<file path="src/rtl/cring_pkg.sv">
package cring_pkg;

    typedef enum logic [3:0] {
        S_IDLE,
        S_CTL_REQ,
        S_CTL_CAP,
        S_EVAL,
        S_CMD_BEGIN,
        S_OP_REQ,
        S_OP_CAP,
        S_ARG_REQ,
        S_ARG_CAP,
        S_ROLLBACK
    } rd_state_e;

    localparam logic [31:0] OP_REFRESH   = 32'd1;
    localparam logic [31:0] OP_FILL      = 32'd2;
    localparam logic [31:0] OP_COPY      = 32'd3;
    localparam logic [31:0] OP_ROP_FILL  = 32'd13;
    localparam logic [31:0] OP_REFRESH_V = 32'd25;

    localparam int CTRL_WORDS = 4;
    localparam int STOP_SLOT  = 3;

endpackage

</file>
<file path="src/rtl/cring_window.sv">
module cring_window #(
    parameter int RING_BYTES = 65536,
    parameter int MIN_SPAN   = 10240
) (
    input  logic [31:0] lo,
    input  logic [31:0] hi,
    input  logic [31:0] head,
    input  logic [31:0] tail,
    output logic [31:0] avail_words
);
    localparam logic [32:0] RING = 33'(RING_BYTES);
    localparam logic [32:0] SPAN = 33'(MIN_SPAN);

    logic        bad;
    logic [31:0] diff;

    always_comb begin
        bad = ((lo | hi | head | tail) & 32'd3) != 32'd0;
        if (lo < 32'd16) bad = 1'b1;
        if ({1'b0, hi} > RING) bad = 1'b1;
        if ({1'b0, lo} >= RING || {1'b0, tail} >= RING || {1'b0, head} >= RING) bad = 1'b1;
        if ({1'b0, hi} < {1'b0, lo} + SPAN) bad = 1'b1;
        diff = head - tail;
        if (head < tail) diff = diff + (hi - lo);
        avail_words = bad ? 32'd0 : (diff >> 2);
    end
endmodule

</file>
<file path="src/rtl/cring_decode.sv">
module cring_decode
    import cring_pkg::*;
(
    input  logic [31:0] op,
    output logic        known,
    output logic [2:0]  nargs
);
    always_comb begin
        known = 1'b1;
        nargs = 3'd0;
        case (op)
            OP_REFRESH, OP_REFRESH_V: nargs = 3'd4;
            OP_FILL:                  nargs = 3'd5;
            OP_COPY, OP_ROP_FILL:     nargs = 3'd6;
            default:                  known = 1'b0;
        endcase
    end
endmodule

</file>
<file path="src/rtl/cmd_ring_reader.sv">
module cmd_ring_reader
    import cring_pkg::*;
#(
    parameter int RING_BYTES = 65536,
    parameter int MIN_SPAN   = 10240,
    parameter int MAX_CMDS   = 1023,
    localparam int AW = $clog2(RING_BYTES / 4),
    localparam int CW = $clog2(MAX_CMDS + 1)
) (
    input  logic          clk,
    input  logic          rst_n,
    input  logic          run,
    input  logic          enable,
    input  logic          config_done,
    output logic          mem_rd,
    output logic          mem_wr,
    output logic [AW-1:0] mem_addr,
    output logic [31:0]   mem_wdata,
    input  logic [31:0]   mem_rdata,
    output logic          busy,
    output logic          err,
    output logic          cmd_valid,
    output logic [31:0]   cmd_op,
    output logic          arg_valid,
    output logic [2:0]    arg_idx,
    output logic [31:0]   arg_data
);
    localparam logic [CW-1:0] CMD_LIMIT = CW'(MAX_CMDS);

    typedef struct packed {
        rd_state_e    st;
        logic [1:0]   ctl_idx;
        logic [31:0]  cmin;
        logic [31:0]  cmax;
        logic [31:0]  cnext;
        logic [31:0]  cstop;
        logic [31:0]  start;
        logic [31:0]  avail;
        logic [2:0]   left;
        logic [2:0]   aidx;
        logic [CW-1:0] ncmd;
        logic         err;
        logic [31:0]  op;
        logic         cmd_valid;
        logic         arg_valid;
        logic [2:0]   arg_idx;
        logic [31:0]  arg_data;
    } rd_regs_t;

    rd_regs_t r_d, r_q;

    logic [31:0] win_avail;
    logic        op_known;
    logic [2:0]  op_nargs;
    logic [31:0] stop_inc;
    logic [31:0] stop_adv;
    logic [31:0] need;

    cring_window #(.RING_BYTES(RING_BYTES), .MIN_SPAN(MIN_SPAN)) u_window (
        .lo(r_q.cmin), .hi(r_q.cmax), .head(r_q.cnext), .tail(r_q.cstop),
        .avail_words(win_avail)
    );

    cring_decode u_decode (.op(mem_rdata), .known(op_known), .nargs(op_nargs));

    assign stop_inc = r_q.cstop + 32'd4;
    assign stop_adv = (stop_inc >= r_q.cmax) ? r_q.cmin : stop_inc;
    assign need     = {29'd0, op_nargs} + 32'd1;

    always_comb begin
        mem_rd    = (r_q.st == S_CTL_REQ) || (r_q.st == S_OP_REQ) || (r_q.st == S_ARG_REQ);
        mem_wr    = (r_q.st == S_OP_CAP) || (r_q.st == S_ARG_CAP) || (r_q.st == S_ROLLBACK);
        mem_wdata = (r_q.st == S_ROLLBACK) ? r_q.cstop : stop_adv;
        if (mem_wr)                 mem_addr = AW'(STOP_SLOT);
        else if (r_q.st == S_CTL_REQ) mem_addr = AW'(r_q.ctl_idx);
        else                        mem_addr = r_q.cstop[AW+1:2];
    end

    always_comb begin
        r_d = r_q;
        r_d.cmd_valid = 1'b0;
        r_d.arg_valid = 1'b0;
        case (r_q.st)
            S_IDLE: begin
                if (run && enable && config_done) begin
                    r_d.st      = S_CTL_REQ;
                    r_d.ctl_idx = 2'd0;
                    r_d.err     = 1'b0;
                    r_d.ncmd    = '0;
                end
            end
            S_CTL_REQ: r_d.st = S_CTL_CAP;
            S_CTL_CAP: begin
                case (r_q.ctl_idx)
                    2'd0:    r_d.cmin  = mem_rdata;
                    2'd1:    r_d.cmax  = mem_rdata;
                    2'd2:    r_d.cnext = mem_rdata;
                    default: r_d.cstop = mem_rdata;
                endcase
                if (r_q.ctl_idx == 2'(CTRL_WORDS - 1)) begin
                    r_d.st = S_EVAL;
                end else begin
                    r_d.ctl_idx = r_q.ctl_idx + 2'd1;
                    r_d.st      = S_CTL_REQ;
                end
            end
            S_EVAL: begin
                r_d.avail = win_avail;
                r_d.st    = S_CMD_BEGIN;
            end
            S_CMD_BEGIN: begin
                if (!(enable && config_done) || r_q.avail == 32'd0 || r_q.ncmd == CMD_LIMIT) begin
                    r_d.st = S_IDLE;
                end else begin
                    r_d.start = r_q.cstop;
                    r_d.st    = S_OP_REQ;
                end
            end
            S_OP_REQ: r_d.st = S_OP_CAP;
            S_OP_CAP: begin
                r_d.cstop = stop_adv;
                r_d.op    = mem_rdata;
                if (!op_known) begin
                    r_d.err = 1'b1;
                    r_d.st  = S_IDLE;
                end else if (need > r_q.avail) begin
                    r_d.cstop = r_q.start;
                    r_d.st    = S_ROLLBACK;
                end else begin
                    r_d.avail = r_q.avail - need;
                    r_d.left  = op_nargs;
                    r_d.aidx  = 3'd0;
                    r_d.st    = S_ARG_REQ;
                end
            end
            S_ARG_REQ: r_d.st = S_ARG_CAP;
            S_ARG_CAP: begin
                r_d.cstop     = stop_adv;
                r_d.arg_valid = 1'b1;
                r_d.arg_data  = mem_rdata;
                r_d.arg_idx   = r_q.aidx;
                r_d.aidx      = r_q.aidx + 3'd1;
                r_d.left      = r_q.left - 3'd1;
                if (r_q.left == 3'd1) begin
                    r_d.cmd_valid = 1'b1;
                    r_d.ncmd      = r_q.ncmd + 1'b1;
                    r_d.st        = S_CMD_BEGIN;
                end else begin
                    r_d.st = S_ARG_REQ;
                end
            end
            S_ROLLBACK: r_d.st = S_IDLE;
            default:    r_d.st = S_IDLE;
        endcase
    end

    always_ff @(posedge clk) begin
        if (!rst_n) r_q <= '0;
        else        r_q <= r_d;
    end

    assign busy      = (r_q.st != S_IDLE);
    assign err       = r_q.err;
    assign cmd_valid = r_q.cmd_valid;
    assign cmd_op    = r_q.op;
    assign arg_valid = r_q.arg_valid;
    assign arg_idx   = r_q.arg_idx;
    assign arg_data  = r_q.arg_data;
endmodule

</file>
<file path="config.mk">
export PLATFORM = sky130hd
export DESIGN_NAME = cmd_ring_reader
export DESIGN_NICKNAME = d
export VERILOG_FILES = /design/src/rtl/cring_pkg.sv /design/src/rtl/cring_window.sv /design/src/rtl/cring_decode.sv /design/src/rtl/cmd_ring_reader.sv
export SDC_FILE = /design/constraint.sdc
export NUM_CORES = 1
export LEC_CHECK = 0
export BUFFER_PORTS_ARGS = -buffer_cell sky130_fd_sc_hd__buf_2
export CAP_MARGIN = 20
export CORE_MARGIN = 2
export CORE_UTILIZATION = 49
export CTS_BUF_LIST = sky130_fd_sc_hd__clkbuf_8 sky130_fd_sc_hd__clkbuf_16
export CTS_CLUSTER_SIZE = 16
export DETAILED_ROUTE_END_ITERATION = 10
export HOLD_SLACK_MARGIN = 0.03
export PLACE_DENSITY_LB_ADDON = 0.1
export SETUP_SLACK_MARGIN = 0.5
export SYNTH_ARGS = -nofsm -noshare
export SYNTH_HDL_FRONTEND = slang
export SYNTH_SLANG_ARGS = --single-unit
export TNS_END_PERCENT = 10
</file>
<file path="constraint.sdc">
create_clock -name clk -period 6.6 [get_ports clk]
set_input_delay 0.33 -clock clk [delete_from_list [all_inputs] [get_ports clk]]
set_output_delay 0.33 -clock clk [all_outputs]
set_load 0.1 [all_outputs]
</file>
Word level (Yosys, flattened, before mapping)
Cells that the tools add are included.
- register bits: 284
- input bits: 37
- word-level logic and storage cells: 141
- output and inout bits: 119
- reductions and logical operators: 38
- muxes and demuxes: 36
- equal/unequal tests: 26
- add/sub/neg operators: 11
- magnitude comparators: 9
- bitwise operators: 4
- operators with widths (cell ; number):
    32-bit two-way mux ; 6
    32-bit by 17-bit greater-or-equal comparator with 1-bit output, second input constant ; 3
    32-bit one-hot mux with 3 select lines ; 1
    38-bit two-way mux ; 2
    32-bit by 2-bit == test with 1-bit output, second input constant ; 2
    32-bit one-hot mux with 2 select lines ; 1
    32-bit subtractor ; 2
    36-bit two-way mux ; 1
    4-bit one-hot mux with 9 select lines ; 1
    32-bit by 14-bit adder with 33-bit output, second input constant ; 1
    32-bit by 33-bit less-than comparator with 1-bit output ; 1
    32-bit by 3-bit adder with 32-bit output, second input constant ; 1
    32-bit adder ; 1
    32-bit by 1-bit == test with 1-bit output, second input constant ; 1
    32-bit by 4-bit == test with 1-bit output, second input constant ; 1
    32-bit by 5-bit == test with 1-bit output, second input constant ; 1
    32-bit greater-or-equal comparator ; 1
    32-bit by 17-bit > comparator with 1-bit output, second input constant ; 1
    4-bit by 32-bit > comparator with 1-bit output ; 1
    32-bit logical NOT ; 1
    32-bit less-than comparator ; 1
    32-bit by 5-bit less-than comparator with 1-bit output, second input constant ; 1
    32-bit nonzero test ; 1
    32-bit by 4-bit subtractor with 32-bit output ; 1
    44 further kinds ; 90

Longest topological paths before layout
Gate-level depths: netlist (run 1).
- depth in word-level cells: 10
- depth in mapped cells: 24
- depth with buffers taken out: 24

Cells and area by module
From an unflattened synthesis (run 1), not the netlist that was laid out.
- cell total of the unflattened synthesis: 2736
- area, all modules: 20768.7 um^2
- modules (own cells, without submodules) (module ; times used ; seq. area each (um^2) ; area each (um^2) ; cells each):
    cmd_ring_reader ; 1 ; 5685.5 ; 14792.9 ; 1939
    cring_window ; 1 ; 0.0 ; 5793.1 ; 773
    cring_decode ; 1 ; 0.0 ; 182.7 ; 24

Worst setup path after synthesis (run 1)
OpenSTA, ideal clock, no wires.
- path type: register -> output
- from: reg r_q[154] (netlist bit)
- to: out mem_wdata[8]
- data required time: 6.270 ns
- data arrival time: 5.911 ns
- cell stages (with the launch flop): 20
- buffers on the path: 3
- path slack: 0.359 ns
- cell sequence: dfxtp_1 -> buf_2 -> nand4_2 -> nor2_4 -> nor4b_4 -> nand3_4 -> or2_4 -> nor2_4 -> nand3_1 -> xnor2_2 -> ha_1 -> a21o_1 -> a21o_1 -> a211oi_1 -> inv_1 -> nor2_1 -> buf_2 -> buf_2 -> a21oi_1 -> o21ai_0
- word-level cells in the longest chain between the ends: 4
- ends and longest elaborated chain (item ; RTL line ; source):
    start: declaration ; cmd_ring_reader.sv:50 ; rd_regs_t r_d, r_q;
    start signal: assignment ; cmd_ring_reader.sv:159 ; else r_q <= r_d;
    32-bit by 3-bit adder with 32-bit output (*) ; cmd_ring_reader.sv:66 ; assign stop_inc = r_q.cstop + 32'd4;
    32-bit greater-or-equal comparator ; cmd_ring_reader.sv:67 ; assign stop_adv = (stop_inc >= r_q.cmax) ? r_q.cmin : stop_inc;
    32-bit two-way mux (*) ; cmd_ring_reader.sv:67 ;
    32-bit two-way mux (*) ; cmd_ring_reader.sv:73 ; mem_wdata = (r_q.st == S_ROLLBACK) ? r_q.cstop : stop_adv;
    end: declaration ; cmd_ring_reader.sv:18 ; output logic [31:0] mem_wdata,
Mark *: on every way between the ends. The rest lies on a longest branch, timed or not.

Worst setup path in the final report (run 1)
- from: reg r_q[153] (netlist bit)
- to: out mem_wdata[31]
Same word-level chain as after synthesis.

==> results of run 1 <==
==> routing by layer <==
metal  vias to the layer above  GRT usage (%)  part of all wire [%]
met5                         -              0                     0
met4                         0           9.95                   2.7
met3                       115           5.49                   8.0
met2                       781           50.9                    43
met1                      9192           47.9                    46
li1                       9090              -                     -
==> power groups by stage <==
stage | clock, W | sequential [W] | combinational [W]
after floorplan | 0 | 0.00176 | 0.000118
final | 0.00187 | 0.00172 | 0.000193
after global routing | 0.00196 | 0.00172 | 0.000205
after detailed placement | 0 | 0.00176 | 0.000188
after global placement | 0 | 0.00176 | 0.000187
after CTS | 0.00190 | 0.00172 | 0.000189
==> sequential cells by signal, indices dropped and copies added (netlist names) <==
signal	flops
arg_data	32
arg_idx	3
arg_valid	1
cmd_op	32
cmd_valid	1
err	1
r_q	214
==> final cells by class <==
cell class / instances / share of cell area [%]
well taps: 532 / 3.06
inverters: 158 / 2.76
multi-input cells: 1945 / 58.3
flip-flops and latches: 284 / 26.1
clock inverters: 22 / 0.702
clock buffers: 40 / 4.34
repair buffers: 181 / 4.65
diodes: 1 / 0.0115
==> worst max-delay path, delay by kind of cell (launching register included) <==
family	cells	cell delay (ps)
adder cells (fa/ha/maj)	1	300
multiplexers	1	160
AO/OA/AOI/OAI	4	980
XOR/XNOR	1	170
buffers and inverters	3	950
AND/OR/NAND/NOR	8	1810
flip-flops	1	500
==> cells in the final DEF, fill, tap and decap left out, types with 8 or more instances in the layout <==
| cell | synthesis | final |
|---|---|---|
| sky130_fd_sc_hd__nand3_1 | 50 | 48 |
| sky130_fd_sc_hd__fa_1 | 32 | 32 |
| sky130_fd_sc_hd__a31oi_1 | 11 | 11 |
| sky130_fd_sc_hd__nor3_1 | 37 | 37 |
| sky130_fd_sc_hd__o22ai_1 | 11 | 11 |
| sky130_fd_sc_hd__inv_1 | 155 | 164 |
| sky130_fd_sc_hd__nand2b_1 | 22 | 22 |
| sky130_fd_sc_hd__nand2_1 | 452 | 451 |
| sky130_fd_sc_hd__and4_1 | 10 | 9 |
| sky130_fd_sc_hd__a21oi_1 | 321 | 321 |
| sky130_fd_sc_hd__nand4_1 | 36 | 36 |
| sky130_fd_sc_hd__mux2i_1 | 63 | 63 |
| sky130_fd_sc_hd__o21ai_1 | 9 | 10 |
| sky130_fd_sc_hd__a221oi_1 | 35 | 35 |
| sky130_fd_sc_hd__ha_1 | 144 | 144 |
| sky130_fd_sc_hd__o211ai_1 | 10 | 10 |
| sky130_fd_sc_hd__nor2_1 | 122 | 120 |
| sky130_fd_sc_hd__nor2b_1 | 15 | 14 |
| sky130_fd_sc_hd__o21a_1 | 16 | 16 |
| sky130_fd_sc_hd__and2_1 | 18 | 17 |
| sky130_fd_sc_hd__xnor2_1 | 67 | 67 |
| sky130_fd_sc_hd__xor2_1 | 45 | 45 |
| sky130_fd_sc_hd__o21ai_0 | 119 | 118 |
| sky130_fd_sc_hd__clkbuf_4 | 0 | 17 |
| sky130_fd_sc_hd__buf_2 | 23 | 139 |
| sky130_fd_sc_hd__clkinv_2 | 0 | 8 |
| sky130_fd_sc_hd__dfxtp_1 | 284 | 284 |
| sky130_fd_sc_hd__a221o_1 | 29 | 29 |
| sky130_fd_sc_hd__or3_1 | 17 | 16 |
| sky130_fd_sc_hd__o21bai_1 | 16 | 16 |
| sky130_fd_sc_hd__nor4_1 | 62 | 62 |
| sky130_fd_sc_hd__and3_1 | 23 | 21 |
| sky130_fd_sc_hd__buf_4 | 71 | 25 |
| sky130_fd_sc_hd__clkbuf_16 | 0 | 35 |
| sky130_fd_sc_hd__a211oi_1 | 10 | 9 |
| sky130_fd_sc_hd__a22oi_1 | 11 | 11 |
| sky130_fd_sc_hd__a21o_1 | 41 | 41 |
==> final timing paths <==
path                                       to     startpoint  cells past startpoint  slack (ps)
worst max-delay path            mem_wdata[31]       r_q[153]                     18         830
worst min-delay path             arg_data[20]  mem_rdata[20]                      3          90
worst max register to register       r_q[115]       r_q[152]                     22        1060
worst min register to register   arg_data[31]   arg_data[31]                      2         450
==> stage by stage <==
step | worst slack, ps | std cells | power [W] | util, % | cell area [µm²]
after global routing | 600 | 3163 | 0.00389 | 53.5 | 21800
final | 827 | 3163 | 0.00379 | 53.5 | 21800
after floorplan | 359 | 2612 | 0.00187 | - | 20100
after CTS | 590 | 3161 | 0.00381 | 53.4 | 21700
after detailed placement | 1110 | 3099 | 0.00195 | 50.7 | 20600
after global placement | 1270 | 3099 | 0.00195 | 50.7 | 20600
==> cell families (layout without fill, tap and decap cells) <==
kind of cell | after synthesis | after routing | share of synthesized area [%]
xor+xnor | 115 | 115 | 5.16
mux | 70 | 70 | 3.53
compound gates | 686 | 686 | 21.0
buf+inv | 383 | 401 | 8.81
flops | 284 | 284 | 28.3
fa+ha+maj | 176 | 176 | 12.2
simple gates | 898 | 898 | 21.0
other cells | 0 | 1 | 0
==> qor.tcl, run 1 <==
set qor(combPwrFrac_pct) 5.1
set qor(die_width_um) 207
set qor(unrepaired_setup_endpoints_after_global_routing) {no}
set qor(syn-mean-instance-area_um2) 7.69
set qor(dp_hpwl_um) 53900
set qor(htree_levels) 2
set qor(vdd_ir_drop_max_mv) 0.214
set qor(numPortBuffers) 155
set qor(avgViaCountPerCell) 6.06
set qor(path_clk_slew_ps) 60
set qor(min_period_over_period_pct) 87.5
set qor(cts_repair_resize_count) 0
set qor(yosys.area.top_type) {sky130_fd_sc_hd__dfxtp_1}
set qor(result_of_the_run) {finished clean}
set qor(layout-area-overhead-vs-synth_pct) 8.22
set qor(yosysMostFrequentCell) {sky130_fd_sc_hd__nand2_1}
set qor(report.final.setup_viol) 0
set qor(cp_cell_sequence) {nand4_2 > nor2_4 > nor4b_4 > nand3_4 > or2_4 > nor2_4 > nand3_1 > xnor2_2 > ha_1 > a21o_1 > a21o_1 > a211oi_2 > inv_1 > nor2_4 > buf_4 > mux2i_1 > o21ai_1 > clkbuf_4}
set qor(hold_slack_ps) 93.4
set qor(multiInputGateArea_um2) 12700
set qor(final-max-slew-violation-count) 0
set qor(inserted_clock_buffers) 35
set qor(std_cell_rows) 74
set qor(pwr_density_cell_nw_per_um2) 174
set qor(grt_pass1_vias) 17800
set qor(remaining_drc_errors) 0
set qor(max_cap_violations) 0
set qor(io_pins) 156
set qor(total_track_usage_pct) 33.3
set qor(num_vias) 19200
set qor(critPathRequiredTime_ps) 6270
set qor(cts-hold-fix-buffers) 0
set qor(post_synth_instance_area_um2) 20100
set qor(nets) 2818
set qor(cts_tree) {done}
set qor(synthesis.yosys.warnings) 0
set qor(core_area_um2) 40600
set qor(final-seq-area_um2) 5690
set qor(grt_pass1_wl_um) 108000
set qor(cp-start-kind) {flip-flop}
set qor(pwr-share-seq_pct) 45.5
set qor(end_kind) {primary output}
set qor(timing.max_slew.rel_slack_pct) 31.0
set qor(postSynthNetCount) 2825
set qor(most_frequent_cells_after_synthesis) {452 x sky130_fd_sc_hd__nand2_1, 321 x sky130_fd_sc_hd__a21oi_1, 284 x sky130_fd_sc_hd__dfxtp_1}
set qor(hold_path.class) {primary input to flip-flop}
set qor(largest_net_degree_at_the_start_of_global_routing) 134
set qor(initial_utilization_pct) 49.4
set qor(finalWirelength_um) 71900
set qor(internal_power_w) 0.00283
set qor(postSynth.topFlopCell) {sky130_fd_sc_hd__dfxtp_1}
set qor(p_leak_nw) 8.67
set qor(period_minus_slack_ps) 5770
set qor(first_pass_iteration_count_of_the_detailed_router) 6
set qor(worst_pin_slew_ps) 1030
set qor(cp_common_cell) {sky130_fd_sc_hd__nor2_4}
set qor(skew_ps) 15.5
set qor(critical-path-max-stage-delay_ps) 500
set qor(synth_area_leaders) {sky130_fd_sc_hd__dfxtp_1 28%, sky130_fd_sc_hd__ha_1 9.0%, sky130_fd_sc_hd__nand2_1 8.4%, sky130_fd_sc_hd__a21oi_1 8.0%, sky130_fd_sc_hd__fa_1 3.2%}
set qor(switching_share_pct) 25.1
set qor(achievable_frequency_mhz) 173
set qor(synthesis.instances) 2612
set qor(globalRouteOverflowTotal) 0
set qor(fp.dieArea_um2) 42700
set qor(synth_top_area_share_pct) 28.3
set qor(asyncSetResetFlopFracSynth_pct) 0
set qor(clock_tree.root_cell) {sky130_fd_sc_hd__clkbuf_16}
set qor(timing_hold_violations_final) 0
set qor(gp_congestion) 0.983
set qor(die_y_um) 207
set qor(postSynthRegisterBits) 284
set qor(final_routed_wire_length_divided_by_cell_count_um) 22.7
set qor(total_negative_setup_slack_ps) 0
set qor(initial_antenna_violation_count) 1
set qor(worst_ep_arrival_time_ps) 5440
set qor(clkSinkCount) 284
set qor(synth-edff-count) 0
set qor(number_of_fill_cells) 3899
set qor(initial_detailed_routing_violation_count) 1719
set qor(clock_latency_on_the_worst_skew_pair_ps) 560
set qor(share_clk_of_total_power_pct) 49.4
set qor(worst_path_max_delay_cell) {sky130_fd_sc_hd__dfxtp_1}
set qor(ant_nets) 0
set qor(netlist-cell-type-count) 83
set qor(synth-seq-area-share_pct) 28.3
set qor(crit_type) {flip-flop to primary output}
set qor(path_max_fanout) 18
set qor(cts_post_setup_buffers_inserted) 0
set qor(clockBufferDepth) 3
set qor(p_switching_w) 0.000951
set qor(drive_gt1_share_pct) 10.8
Note: power is estimated with default switching activity, not from simulation.
==> run 2: changes to the inputs <==
BUFFER_PORTS_ARGS = -buffer_cell sky130_fd_sc_hd__clkbuf_2   (was -buffer_cell sky130_fd_sc_hd__buf_2)
==> run 2 against run 1 <==
Sequential share of layout area decreased by 0.15 points. Total power increased by 3.6%. Critical path depth stayed put. Hold slack gained 41 ps. Clock-buffer cell count rose by 2. Worst setup slack worse by 43 ps. Clock skew is 8.1 ps higher. Core utilization up 0.31 points. Die area did not move. Critical path type unchanged. Largest cell class unchanged. Highest routed layer unchanged.
==> qor.tcl, run 2 (synthesized netlist as in run 1, its figures left out) <==
set qor(result_of_the_run) {finished clean}
set qor(drive_gt1_share_pct) 11.2
set qor(mostFrequentLayoutCell) {sky130_fd_sc_hd__nand2_1}
set qor(clockBufferDepth) 3
set qor(max_cap_violations) 0
set qor(die_y_um) 207
set qor(timing_hold_violations_final) 0
set qor(std_cell_rows) 74
set qor(report.final.setup_viol) 0
set qor(total_track_usage_pct) 33.7
set qor(achievable_frequency_mhz) 172
set qor(cts_post_setup_buffers_inserted) 0
set qor(largest_register_ff_count) 214
set qor(cts_tree) {done}
set qor(pwr_density_cell_nw_per_um2) 179
set qor(initial_antenna_violation_count) 0
set qor(critPathRequiredTime_ps) 6270
set qor(fp.dieArea_um2) 42700
set qor(total_negative_setup_slack_ps) 0
set qor(hold_path.class) {primary input to flip-flop}
set qor(end_kind) {primary output}
set qor(regMostFlops) {r_q}
set qor(clock_tree.root_cell) {sky130_fd_sc_hd__clkbuf_16}
set qor(antenna_cells_inserted) 0
set qor(min_period_over_period_pct) 88.1
set qor(core_area_um2) 40600
set qor(final-max-slew-violation-count) 0
set qor(totalPowerFinal_w) 0.00392
set qor(p_leak_nw) 8.64
set qor(gp_congestion) 1.02
set qor(grt_pass1_wl_um) 109000
set qor(finalWirelength_um) 72700
set qor(path_max_fanout) 36
set qor(most-common-layout-cells) {451 x sky130_fd_sc_hd__nand2_1, 321 x sky130_fd_sc_hd__a21oi_1, 284 x sky130_fd_sc_hd__dfxtp_1}
set qor(htree_levels) 2
set qor(initial_utilization_pct) 49.4
set qor(crit_type) {flip-flop to primary output}
set qor(period_minus_slack_ps) 5820
set qor(unrepaired_setup_endpoints_after_global_routing) {yes}
set qor(path_clk_slew_ps) 60
set qor(final_cells) 3168
set qor(num_vias) 19300
set qor(dp_hpwl_um) 54200
set qor(clkSinkCount) 284
set qor(clock_latency_on_the_worst_skew_pair_ps) 570
set qor(cp-start-kind) {flip-flop}
set qor(largest_net_degree_at_the_start_of_global_routing) 125
set qor(final_routed_wire_length_divided_by_cell_count_um) 23.0
set qor(numPortBuffers) 155
set qor(timing.max_slew.rel_slack_pct) 28.6
set qor(io_pins) 156
set qor(number_of_fill_cells) 3980
set qor(die_width_um) 207
set qor(worst_pin_slew_ps) 1060
set qor(first_pass_iteration_count_of_the_detailed_router) 6
set qor(vdd_ir_drop_max_mv) 0.225
set qor(avgViaCountPerCell) 6.09
set qor(layout-area-overhead-vs-synth_pct) 8.86
set qor(remaining_drc_errors) 0
set qor(grt_pass1_vias) 17900
set qor(skew_ps) 23.6
set qor(worst_ep_arrival_time_ps) 5490
set qor(inserted_clock_buffers) 35
set qor(globalRouteOverflowTotal) 0
set qor(dp_cells) 3103
set qor(ant_nets) 0
set qor(initial_detailed_routing_violation_count) 1686
set qor(nets) 2822
-- run 2: changes by cell type in the layout (fill, tap and decap cells not counted), sizes merged --
cell	previous run	this run
clkbuf	57	194
bufinv	1	3
clkinvlp	1	2
inv	166	165
buf	164	33
diode	1	0
clkinv	12	10
-- run 2: what timing repair did --
action,CTS,global route
hold buffers,0,0
gates resized for setup,0,1
setup endpoints to repair,0,5
hold endpoints to repair,0,0
-- run 2: worst paths after layout --
kind	from	endpoint	slack [ps]	cells after the start
setup / recovery	r_q[153]	mem_wdata[27]	780	18
hold / removal	mem_rdata[20]	r_q[202]	130	3
setup reg to reg	r_q[150]	r_q[112]	900	23
hold reg to reg	arg_data[31]	arg_data[31]	450	2
-- run 2: layout make-up --
type / instances / area [µm²] / share of cell area [%]
multi-input combinational: 1945 / 12700 / 58.0
tap: 532 / 666 / 3.04
clock buffer: 42 / 972 / 4.44
clock inverter: 22 / 221 / 1.01
inverter: 158 / 601 / 2.74
sequential: 284 / 5690 / 26.0
timing repair buffer: 185 / 1040 / 4.77
-- run 2: layer usage --
layer / GRT usage, % / share of wire [%] / up-vias
met3: 5.93 / 9.2 / 111
met5: 0 / 0 / -
li1: - / - / 9076
met1: 49.2 / 45 / 9202
met2: 50.3 / 43 / 901
met4: 10.7 / 2.7 / 0
-- run 2: power by group --
part	internal, W	switching, W	total [W]	leakage [nW]
Sequential	0.00172	0.00000713	0.00172	2.29
Clock	0.00118	0.000831	0.00201	0.612
Combinational	0.0000517	0.000142	0.000194	5.74
-- run 2: critical path, cell delays in order, from the launching register on --
cell and delay [ps]:
sky130_fd_sc_hd__dfxtp_1 500, sky130_fd_sc_hd__nand4_2 240, sky130_fd_sc_hd__nor2_4 220, sky130_fd_sc_hd__nor4b_4 460, sky130_fd_sc_hd__nand3_4 170, sky130_fd_sc_hd__or2_4 310
sky130_fd_sc_hd__nor2_4 160, sky130_fd_sc_hd__nand3_1 140, sky130_fd_sc_hd__xnor2_2 170, sky130_fd_sc_hd__ha_1 310, sky130_fd_sc_hd__a21o_1 160, sky130_fd_sc_hd__a21o_1 180
sky130_fd_sc_hd__a211oi_2 310, sky130_fd_sc_hd__inv_1 220, sky130_fd_sc_hd__nor2_4 180, sky130_fd_sc_hd__buf_12 260, sky130_fd_sc_hd__mux2i_1 110, sky130_fd_sc_hd__a22oi_1 310
sky130_fd_sc_hd__clkbuf_2 520
-- run 2: per-stage QoR --
step                      area, µm²  util [%]  setup WS [ps]  hold slack [ps]
after floorplan               20100         -            359              436
after global placement        20700      50.9           1190              441
after detailed placement      20700      50.9           1040              447
after CTS                     21900      53.8            782              101
after global routing          21900      53.8            477              132
final                         21900      53.8            784              135
==> run 3: changes to the inputs <==
CORE_UTILIZATION = 25   (was 49)
==> run 3 against run 2 <==
Worst setup slack improved by 26 ps. Core utilization down 25 points. Sequential share of layout area decreased by 1.5 points. Final cell count grew 17%. Non-clock buffer count is 14 higher. Final area up 6.0%. Via count is 0.74% lower. Global-route usage down 13 points. Fmax grew 0.45%. Routed wire length is 20% higher. Hold slack got worse by 49 ps. Sequential power about the same. Critical path type unchanged. Largest cell class unchanged. Largest power group unchanged.
==> qor.tcl, run 3 (synthesized netlist as in run 1, its figures left out) <==
set qor(cp_cell_sequence) {ha_1 > nand3_1 > nor4_1 > buf_4 > nand3_1 > nor3_1 > nand4_1 > xnor2_1 > ha_1 > a21o_1 > a21oi_1 > nor2_1 > a211oi_2 > buf_4 > buf_4 > nand2_1 > buf_4 > o21ai_0 > a22oi_1 > buf_12}
set qor(cp_common_cell) {sky130_fd_sc_hd__buf_4}
set qor(switching_share_pct) 25.2
set qor(remaining_drc_errors) 0
set qor(timing_hold_violations_final) 0
set qor(cts_tree) {done}
set qor(combPwrFrac_pct) 4.9
set qor(routed-wl-met2_um) 39500
set qor(dr.max_layer_used) {met4}
set qor(total_track_usage_pct) 20.8
set qor(initial_antenna_violation_count) 0
set qor(drive_gt1_share_pct) 11.6
set qor(min_period_over_period_pct) 87.7
set qor(fp.dieArea_um2) 82700
set qor(numPortBuffers) 155
set qor(avgViaCountPerCell) 5.17
set qor(result_of_the_run) {finished clean}
set qor(final-max-slew-violation-count) 0
set qor(report.final.setup_viol) 0
set qor(die_y_um) 288
set qor(final-seq-area_um2) 5690
set qor(cp.buffers_inverters) 5
set qor(critical-path-max-stage-delay_ps) 500
set qor(first_pass_iteration_count_of_the_detailed_router) 8
set qor(end_kind) {primary output}
set qor(cp-start-kind) {flip-flop}
set qor(period_minus_slack_ps) 5790
set qor(final_routed_wire_length_divided_by_cell_count_um) 23.6
set qor(die_width_um) 288
set qor(num_vias) 19100
set qor(pwr_density_cell_nw_per_um2) 178
set qor(clockBufferDepth) 3
set qor(critical-path-top-delay-family) {simple AND/OR/NAND/NOR gates}
set qor(internal_power_w) 0.00308
set qor(initial_utilization_pct) 25.4
set qor(route.met3.wl_um) 4350
set qor(p_switching_w) 0.00104
set qor(worst_pin_slew_ps) 1170
set qor(layout-area-overhead-vs-synth_pct) 15.3
set qor(wirelength_met1_um) 40300
set qor(crit_type) {flip-flop to primary output}
set qor(globalRouteOverflowTotal) 0
set qor(mostFrequentLayoutCell) {sky130_fd_sc_hd__nand2_1}
set qor(worst_path_max_delay_cell) {sky130_fd_sc_hd__dfxtp_1}
set qor(worst_ep_arrival_time_ps) 5460
set qor(std_cell_rows) 103
set qor(largest_net_degree_at_the_start_of_global_routing) 160
set qor(grt_pass1_wl_um) 128000
set qor(nets) 2840
set qor(ant_nets) 0
set qor(gp_congestion) 0.909
set qor(p_leak_nw) 8.89
set qor(dp_hpwl_um) 64300
set qor(total_negative_setup_slack_ps) 0
set qor(core_area_um2) 79300
set qor(skew_ps) 22.3
set qor(regMostFlops) {r_q}
set qor(clock_latency_on_the_worst_skew_pair_ps) 580
set qor(inserted_clock_buffers) 39
set qor(number_of_fill_cells) 8610
set qor(grt_pass1_vias) 18900
set qor(critPathRequiredTime_ps) 6270
set qor(largest_register_ff_count) 214
set qor(timing.max_slew.rel_slack_pct) 21.0
set qor(finalWirelength_um) 87400
set qor(unrepaired_setup_endpoints_after_global_routing) {yes}
set qor(clkSinkCount) 284
set qor(multiInputGateArea_um2) 12700
set qor(share_clk_of_total_power_pct) 53.2
set qor(hold_path.class) {primary input to flip-flop}
set qor(io_pins) 156
set qor(most-common-layout-cells) {451 x sky130_fd_sc_hd__nand2_1, 321 x sky130_fd_sc_hd__a21oi_1, 283 x sky130_fd_sc_hd__dfxtp_1}
set qor(clock_tree.root_cell) {sky130_fd_sc_hd__clkbuf_16}
set qor(initial_detailed_routing_violation_count) 1424
set qor(path_max_fanout) 12
set qor(hold_slack_ps) 85.5
set qor(achievable_frequency_mhz) 173
set qor(path_clk_slew_ps) 60
set qor(htree_levels) 2
set qor(pwr-share-seq_pct) 41.8
set qor(vdd_ir_drop_max_mv) 0.142
set qor(max_cap_violations) 0
[run 3: cell types whose count changed in the layout (fill, tap and decap cells not counted), moves of 5 or more]
| cell | previous run | this run |
|---|---|---|
| sky130_fd_sc_hd__o21ai_0 | 118 | 110 |
| sky130_fd_sc_hd__buf_4 | 29 | 42 |
| sky130_fd_sc_hd__buf_12 | 3 | 33 |
| sky130_fd_sc_hd__o21ai_1 | 10 | 18 |
| sky130_fd_sc_hd__clkbuf_2 | 152 | 124 |
| sky130_fd_sc_hd__clkbuf_16 | 35 | 40 |
[run 3: worst paths after layout]
check | from | end | slack [ps] | depth (start not counted)
setup reg to reg | r_q[150] | r_q[115] | 1010 | 23
hold / removal | mem_rdata[16] | r_q[230] | 90 | 3
setup / recovery | r_q[152] | mem_wdata[14] | 810 | 20
hold reg to reg | cmd_op[31] | cmd_op[31] | 450 | 2
[run 3: power groups by stage]
stage / Combinational (W) / Sequential [W] / Clock, W
after CTS: 0.000207 / 0.00172 / 0.00225
after floorplan: 0.000118 / 0.00176 / 0
after global routing: 0.000218 / 0.00172 / 0.00231
final: 0.000204 / 0.00172 / 0.00219
after detailed placement: 0.000206 / 0.00176 / 0
after global placement: 0.000205 / 0.00176 / 0
[run 3: layer usage]
metal  track usage (%)  vias to the layer above
met3              2.69                      141
met5                 0                        -
met2              33.6                      587
li1                  -                     9112
met4              7.34                        0
met1              28.2                     9308
[run 3: worst min-delay path: cells and delay by family]
kind | cells | cell delay [ps]
buffers and inverters | 1 | 150
AOI/OAI and AO/OA | 1 | 50
and+or+nand+nor | 1 | 80
[run 3: metrics by stage]
stage | setup slack (ps) | area [µm²] | instances | power (W) | utilization [%]
global placement | 1120 | 21800 | 3631 | 0.00197 | 27.6
detailed placement | 1000 | 21800 | 3631 | 0.00197 | 27.6
floorplan | 359 | 20100 | 2612 | 0.00187 | -
finish | 809 | 23200 | 3704 | 0.00412 | 29.3
global route | 500 | 23200 | 3703 | 0.00425 | 29.2
CTS | 469 | 23100 | 3700 | 0.00418 | 29.2
[run 3: final cells by class]
type / count / share of cell area (%)
Inverter: 158 / 2.59
Sequential cell: 284 / 24.5
Timing Repair Buffer: 199 / 6.89
Tap cell: 1050 / 5.67
Antenna cell: 1 / 0.0108
Multi-Input combinational cell: 1945 / 54.8
Clock inverter: 22 / 0.934
Clock buffer: 45 / 4.61
[run 3: repair_timing]
action | in CTS | in global routing
pin swaps | 0 | 2
endpoints found under the setup margin | 15 | 32
gates resized for setup | 1 | 10
hold buffers | 0 | 0
buffers inserted | 2 | 2
